`src/rtl/sio_wdog_pkg.sv`:
```
package sio_wdog_pkg;
   localparam int CNT_W        = 8;
   localparam int SEC_PER_MIN  = 60;
   localparam logic [7:0] STS_IDX = 8'hF7;
   localparam int CTL_KBRST_BIT = 1;
   localparam int CTL_MIN_BIT   = 3;
   localparam int STS_EXP_BIT   = 4;
   localparam int STS_KBD_BIT   = 6;
   localparam int STS_MOUSE_BIT = 7;

   typedef struct packed {
      logic wr_tmo;
      logic wr_ctl;
      logic wr_sts;
   } wr_strobe_t;

   function automatic logic [7:0] tmo_index(input int alt);
      return (alt != 0) ? 8'hF4 : 8'hF6;
   endfunction

   function automatic logic [7:0] ctl_index(input int alt);
      return (alt != 0) ? 8'hF3 : 8'hF5;
   endfunction
endpackage

```
`src/rtl/sio_wdog_regs.sv`:
```
module sio_wdog_regs
   import sio_wdog_pkg::*;
#(
   parameter int ALT_MAP = 0
) (
   input  logic             clk,
   input  logic             rst_n,
   input  logic             we,
   input  logic [7:0]       idx,
   input  logic [7:0]       wdata,
   input  logic [CNT_W-1:0] count,
   input  logic             expired,
   output wr_strobe_t       stb,
   output logic             clr_exp,
   output logic             ctl_kbrst,
   output logic             ctl_min,
   output logic             sts_kbd,
   output logic             sts_mouse,
   output logic [7:0]       rdata
);
   localparam logic [7:0] TMO_IDX = tmo_index(ALT_MAP);
   localparam logic [7:0] CTL_IDX = ctl_index(ALT_MAP);

   if (ALT_MAP != 0 && ALT_MAP != 1) begin : g_bad_map
      $error("ALT_MAP must be 0 or 1");
   end

   always_comb begin
      stb.wr_tmo = we && (idx == TMO_IDX);
      stb.wr_ctl = we && (idx == CTL_IDX);
      stb.wr_sts = we && (idx == STS_IDX);
   end

   assign clr_exp = stb.wr_sts && !wdata[STS_EXP_BIT];

   always_ff @(posedge clk or negedge rst_n) begin
      if (!rst_n) begin
         ctl_kbrst <= 1'b0;
         ctl_min   <= 1'b0;
         sts_kbd   <= 1'b0;
         sts_mouse <= 1'b0;
      end else begin
         if (stb.wr_ctl) begin
            ctl_kbrst <= wdata[CTL_KBRST_BIT];
            ctl_min   <= wdata[CTL_MIN_BIT];
         end
         if (stb.wr_sts) begin
            sts_kbd   <= wdata[STS_KBD_BIT];
            sts_mouse <= wdata[STS_MOUSE_BIT];
         end
      end
   end

   always_comb begin
      rdata = 8'h00;
      if (idx == TMO_IDX) begin
         rdata = count;
      end else if (idx == CTL_IDX) begin
         rdata[CTL_KBRST_BIT] = ctl_kbrst;
         rdata[CTL_MIN_BIT]   = ctl_min;
      end else if (idx == STS_IDX) begin
         rdata[STS_EXP_BIT]   = expired;
         rdata[STS_KBD_BIT]   = sts_kbd;
         rdata[STS_MOUSE_BIT] = sts_mouse;
      end
   end
endmodule

```
`src/rtl/sio_wdog_tick.sv`:
```
module sio_wdog_tick
   import sio_wdog_pkg::*;
#(
   parameter int TICK_CYCLES = 4
) (
   input  logic clk,
   input  logic rst_n,
   input  logic restart,
   input  logic min_mode,
   output logic unit_tick
);
   localparam int MW = $clog2(SEC_PER_MIN);
   localparam logic [MW-1:0] M_LAST = MW'(SEC_PER_MIN - 1);

   logic          sec_tick;
   logic [MW-1:0] min_q;

   if (TICK_CYCLES < 1) begin : g_bad_tick
      $error("TICK_CYCLES must be at least 1");
   end

   if (TICK_CYCLES == 1) begin : g_direct
      assign sec_tick = 1'b1;
   end else begin : g_div
      localparam int PW = $clog2(TICK_CYCLES);
      localparam logic [PW-1:0] P_LAST = PW'(TICK_CYCLES - 1);
      logic [PW-1:0] pre_q;
      assign sec_tick = (pre_q == P_LAST);
      always_ff @(posedge clk or negedge rst_n) begin
         if (!rst_n)         pre_q <= '0;
         else if (restart)   pre_q <= '0;
         else if (sec_tick)  pre_q <= '0;
         else                pre_q <= pre_q + 1'b1;
      end
   end

   always_ff @(posedge clk or negedge rst_n) begin
      if (!rst_n)        min_q <= '0;
      else if (restart)  min_q <= '0;
      else if (sec_tick) min_q <= (min_q == M_LAST) ? '0 : min_q + 1'b1;
   end

   assign unit_tick = min_mode ? (sec_tick && !restart && min_q == M_LAST)
                               : (sec_tick && !restart);
endmodule

```
`src/rtl/sio_wdog_count.sv`:
```
module sio_wdog_count
   import sio_wdog_pkg::*;
(
   input  logic             clk,
   input  logic             rst_n,
   input  logic             wr_tmo,
   input  logic [CNT_W-1:0] tmo_val,
   input  logic             unit_tick,
   input  logic             reload_req,
   input  logic             clr_exp,
   output logic [CNT_W-1:0] count,
   output logic             expired,
   output logic             expire_stb,
   output logic             restart
);
   logic [CNT_W-1:0] reload_q;
   logic             running;
   logic             reload_live;

   assign running     = (count != '0);
   assign reload_live = reload_req && running && !wr_tmo;
   assign restart     = wr_tmo || reload_live;
   assign expire_stb  = !restart && running && unit_tick &&
                        (count == CNT_W'(1));

   always_ff @(posedge clk or negedge rst_n) begin
      if (!rst_n) begin
         count    <= '0;
         reload_q <= '0;
         expired  <= 1'b0;
      end else begin
         if (wr_tmo) begin
            count    <= tmo_val;
            reload_q <= tmo_val;
         end else if (reload_live) begin
            count <= reload_q;
         end else if (running && unit_tick) begin
            count <= count - 1'b1;
         end

         if (expire_stb)            expired <= 1'b1;
         else if (wr_tmo || clr_exp) expired <= 1'b0;
      end
   end
endmodule

```
`src/rtl/sio_wdog_pulse.sv`:
```
module sio_wdog_pulse #(
   parameter int PULSE_CYCLES = 3
) (
   input  logic clk,
   input  logic rst_n,
   input  logic fire,
   output logic pulse_n
);
   if (PULSE_CYCLES < 1) begin : g_bad_pulse
      $error("PULSE_CYCLES must be at least 1");
   end

   if (PULSE_CYCLES == 1) begin : g_single
      logic act_q;
      always_ff @(posedge clk or negedge rst_n) begin
         if (!rst_n) act_q <= 1'b0;
         else        act_q <= fire;
      end
      assign pulse_n = !act_q;
   end else begin : g_count
      localparam int W = $clog2(PULSE_CYCLES + 1);
      localparam logic [W-1:0] LEN = W'(PULSE_CYCLES);
      logic [W-1:0] left_q;
      always_ff @(posedge clk or negedge rst_n) begin
         if (!rst_n)            left_q <= '0;
         else if (fire)         left_q <= LEN;
         else if (left_q != '0) left_q <= left_q - 1'b1;
      end
      assign pulse_n = (left_q == '0);
   end
endmodule

```
`src/rtl/sio_wdog_top.sv`:
```
module sio_wdog_top
   import sio_wdog_pkg::*;
#(
   parameter int TICK_CYCLES  = 1000,
   parameter int PULSE_CYCLES = 16,
   parameter int ALT_MAP      = 0
) (
   input  logic       clk,
   input  logic       rst_n,
   input  logic       cfg_we,
   input  logic [7:0] cfg_idx,
   input  logic [7:0] cfg_wdata,
   output logic [7:0] cfg_rdata,
   input  logic       kbd_evt,
   input  logic       mouse_evt,
   output logic       wdt_out_n,
   output logic       kbrst_n
);
   wr_strobe_t       stb;
   logic             clr_exp;
   logic             ctl_kbrst, ctl_min, sts_kbd, sts_mouse;
   logic [CNT_W-1:0] count_w;
   logic             expired, expire_stb, restart, unit_tick;
   logic             reload_req;

   assign reload_req = (kbd_evt && sts_kbd) || (mouse_evt && sts_mouse);

   sio_wdog_regs #(.ALT_MAP(ALT_MAP)) u_regs (
      .clk(clk), .rst_n(rst_n), .we(cfg_we), .idx(cfg_idx), .wdata(cfg_wdata),
      .count(count_w), .expired(expired), .stb(stb), .clr_exp(clr_exp),
      .ctl_kbrst(ctl_kbrst), .ctl_min(ctl_min), .sts_kbd(sts_kbd),
      .sts_mouse(sts_mouse), .rdata(cfg_rdata)
   );

   sio_wdog_tick #(.TICK_CYCLES(TICK_CYCLES)) u_tick (
      .clk(clk), .rst_n(rst_n), .restart(restart), .min_mode(ctl_min),
      .unit_tick(unit_tick)
   );

   sio_wdog_count u_count (
      .clk(clk), .rst_n(rst_n), .wr_tmo(stb.wr_tmo), .tmo_val(cfg_wdata),
      .unit_tick(unit_tick), .reload_req(reload_req), .clr_exp(clr_exp),
      .count(count_w), .expired(expired), .expire_stb(expire_stb),
      .restart(restart)
   );

   sio_wdog_pulse #(.PULSE_CYCLES(PULSE_CYCLES)) u_pulse (
      .clk(clk), .rst_n(rst_n), .fire(expire_stb && ctl_kbrst),
      .pulse_n(kbrst_n)
   );

   assign wdt_out_n = !expired;
endmodule

```
`config.mk`:
```
export PLATFORM = sky130hd
export DESIGN_NAME = sio_wdog_top
export DESIGN_NICKNAME = d
export VERILOG_FILES = /design/src/rtl/sio_wdog_pkg.sv /design/src/rtl/sio_wdog_regs.sv /design/src/rtl/sio_wdog_tick.sv /design/src/rtl/sio_wdog_count.sv /design/src/rtl/sio_wdog_pulse.sv /design/src/rtl/sio_wdog_top.sv
export SDC_FILE = /design/constraint.sdc
export NUM_CORES = 1
export LEC_CHECK = 0
export BUFFER_PORTS_ARGS = -buffer_cell sky130_fd_sc_hd__buf_4
export CORE_MARGIN = 4
export CORE_UTILIZATION = 60
export CTS_BUF_LIST = sky130_fd_sc_hd__clkbuf_4
export CTS_CLUSTER_DIAMETER = 50
export CTS_CLUSTER_SIZE = 24
export DETAILED_ROUTE_END_ITERATION = 7
export PLACE_DENSITY = 0.82
export SLEW_MARGIN = 25
export SYNTH_ARGS = -nofsm -noshare
export SYNTH_HDL_FRONTEND = slang
export SYNTH_SLANG_ARGS = --single-unit
```
`constraint.sdc`:
```
create_clock -name clk -period 2.3 [get_ports clk]
set_clock_uncertainty 0.05 [all_clocks]
set_input_delay 0.575 -clock clk [delete_from_list [all_inputs] [get_ports clk]]
set_output_delay 0.575 -clock clk [all_outputs]
set_load 0.005 [all_outputs]
```
==> results.yml <==
worst_setup_path:
  reg2reg_to: "u_tick.min_q[0]"
  cp.required_ns: 1.67
  setup.worst_path.start: "cfg_idx[3]"
  path_class: "primary input to primary output"
  worstPathArrival_ns: 1.58
  worstSetupEndpoint: "cfg_rdata[2]"
  crit_path_start_kind: "primary input"
  rr_startpoint: "u_count.count[0]"
  reg2reg_slack_ns: 0.15
  cp_max_fo: 7
  crit_path_end_kind: "primary output"
  reg2regPathDepth: 7
floorplanning:
  core_um2: 4029
  initial_core_util_pct: 62.05
  ios: 31
  die_height_um: 72.55
  rows: 23
  die_w_um: 72.55
  die_area_um2: 5264
timing:
  hold_viol: 0
  period_needed_ns: 2.202
  fmax_mhz: 454.2
  fin_crit_sh_pct: 95.73
  fin_ws_ns: 0.09827
  setup_viol: 0
  rsz0062_at_grt: "false"
  drv_slew: 0
  fin_tns_setup_ns: 0
  tightest_slew_ns: 0.5212
  slew_headroom_pct: 65.26
  hold_slack_ns: 0.1167
cts:
  clk_pin_slew_worst_paths_ns: 0.13
  cts-resized-gates: 0
  cts_buffer_depth: 2
  clk_latency_ns: 0.36
  cts_root_buf: "clkbuf_4"
  htreeDepth: 2
  cts_setup_buffers: 0
  cts_tree: "built"
  cts_sinks: 42
  cts_buffers: 5
  cts_hold_buf: 0
placed_design:
  dp_cells: 350
  portBuffers: 30
  hpwl_um: 3994
  dpl_cell_area_um2: 2839
  gp_congestion: 0.8109
  dpl_worst_slack_ns: 0.06099
synthesis:
  async_reset_ff_share_pct: 100.0
  yosysSeqAreaShare_pct: 42.04
  synth_area_um2: 2500
  synth_edf_count: 0
  synthTopCellsByArea: "dfrtp_1 42%, nand2_1 5.9%, nor2_1 5.0%"
  synth.largest_area_cell: "dfrtp_1"
  syn-mean-instance-area_um2: 9.363
  syn-num-nets: 295
  synth_top_area_share_pct: 42.04
  synth_most_common_cell: "dfrtp_1"
  ys.flop_type: "dfrtp_1"
  synth_common_cells: "42 x dfrtp_1, 39 x nand2_1, 33 x nor2_1"
  ys_types: 52
  yosysWarningCount: 0
  ys_seq_elements: 42
  syn_inst: 267
grt:
  grt_pass1_vias: 2036
  grt_overflow_total: 0
  grt_usage_pct: 22.72
  grt_max_degree: 43
  grt_first_pass_wirelength_um: 9528
  antenna_found_initial: 0
flow_run:
  drv_cap: 0
final_layout:
  fin_cells: 358
  layout-drive-gt1-share_pct: 25.32
  antenna_cells: 0
  area_growth_pct: 17.27
  final_net_count: 335
  post-route-cell-area_um2: 2932
power_and_ir_drop:
  power.density_nw_per_um2: 852.2
  ir_worst_vdd_uv: 420.7
  power_leakage_nw: 1.389
route:
  via_per_inst: 5.802
  detail_route.wl_per_cell_um: 15.03
  num_vias: 2077
  drt_pre_antenna_iters: 4
  drt_iter0_drc: 102
  drc_errors: 0
  antenna_left: 0
  routed_wl_um: 5381
run_status:
  status: "finished clean"
worst_hold_path:
  hold_path.class: "primary input to async pin"
[power by group]
group / total [W] / internal [W] / switching, W / leakage (nW)
sequential: 0.00113 / 0.000894 / 0.000231 / 0.559
clock: 0.000489 / 0.000241 / 0.000248 / 0.0419
combinational: 0.000884 / 0.000453 / 0.000431 / 0.789
[worst min path at each step]
stage | startpoint | cells past startpoint | end
2_1_floorplan | rst_n | 0 | u_count.count[0]
3_3_place_gp | u_count.reload_q[4] | 2 | u_count.reload_q[4]
3_5_place_dp | u_count.reload_q[7] | 2 | u_count.reload_q[7]
4_1_cts | rst_n | 1 | u_tick.g_div.pre_q[6]
5_1_grt | rst_n | 1 | u_tick.min_q[5]
6_report | rst_n | 1 | u_tick.g_div.pre_q[6]
[worst max-delay path: stages]
cell	delay [ns]
buf_4	0.10
nand4b_1	0.21
nor2_1	0.20
nand2_2	0.14
nor3b_1	0.21
buf_4	0.14
[area by class of cell]
class,count,area (µm²)
Multi-Input combinational cell,207,1383
Fill cell,309,1097
Sequential cell,42,1051
Timing Repair Buffer,43,322.8
Tap cell,50,62.56
Clock buffer,6,45.04
Clock inverter,2,37.54
Inverter,8,30.03
[flip-flops by register name, summed over array words and instances (netlist names)]
register,count
u_count.count,8
u_tick.g_div.pre_q,10
u_tick.min_q,6
u_regs.sts_mouse,1
u_regs.ctl_kbrst,1
u_count.expired,1
u_regs.sts_kbd,1
u_pulse.g_count.left_q,5
u_regs.ctl_min,1
u_count.reload_q,8
[logic make-up after synthesis]
group	share of synthesized area, %
flip-flops	42.04
XOR/XNOR	5.255
multiplexers	3.904
adder cells (fa/ha/maj)	3.503
AO/OA/AOI/OAI	12.96
buffers and inverters	3.053
AND/OR/NAND/NOR	29.28
[cells in the final DEF (no fill, tap or decap), types with 2 or more instances in the layout]
master / count
buf_4: 43
nor2_1: 33
nor3_1: 7
nor4_4: 2
a31oi_1: 5
and3_1: 7
ha_1: 7
o21ai_1: 2
nand3_1: 8
nand2b_1: 2
xnor2_1: 9
a31o_2: 2
or4_1: 2
nand4b_1: 2
inv_1: 8
nand2_2: 2
or3_4: 2
a21oi_1: 8
o21a_1: 2
clkbuf_4: 6
nor3b_1: 2
mux2_2: 6
nor2b_1: 3
mux2i_1: 3
nand2_1: 37
xor2_1: 6
dfrtp_1: 42
nor4_1: 4
o21ai_2: 2
o21ai_0: 11
a22oi_1: 3
nand4_1: 4
a22o_1: 2
nor4b_1: 2
[through the flow]
| stage | utilization, % | power, W |
|---|---|---|
| after global routing | 72.76 | 0.002666 |
| after detailed placement | 70.47 | 0.002016 |
| after global placement | 70.47 | 0.001978 |
| after floorplan | - | 0.001788 |
| final | 72.76 | 0.002498 |
| after CTS | 72.52 | 0.002506 |
[metal layers]
layer | GRT usage, % | routed length [µm] | share of wire, % | vias up
met5 | 0 | 0 | 0 | -
met4 | 5.738 | 62 | 1.2 | 0
met3 | 4.432 | 237 | 4.4 | 8
met2 | 36.67 | 2620 | 49 | 44
met1 | 31.44 | 2460 | 46 | 995
li1 | - | - | - | 1030
Power figures use the tool's default switching activity.
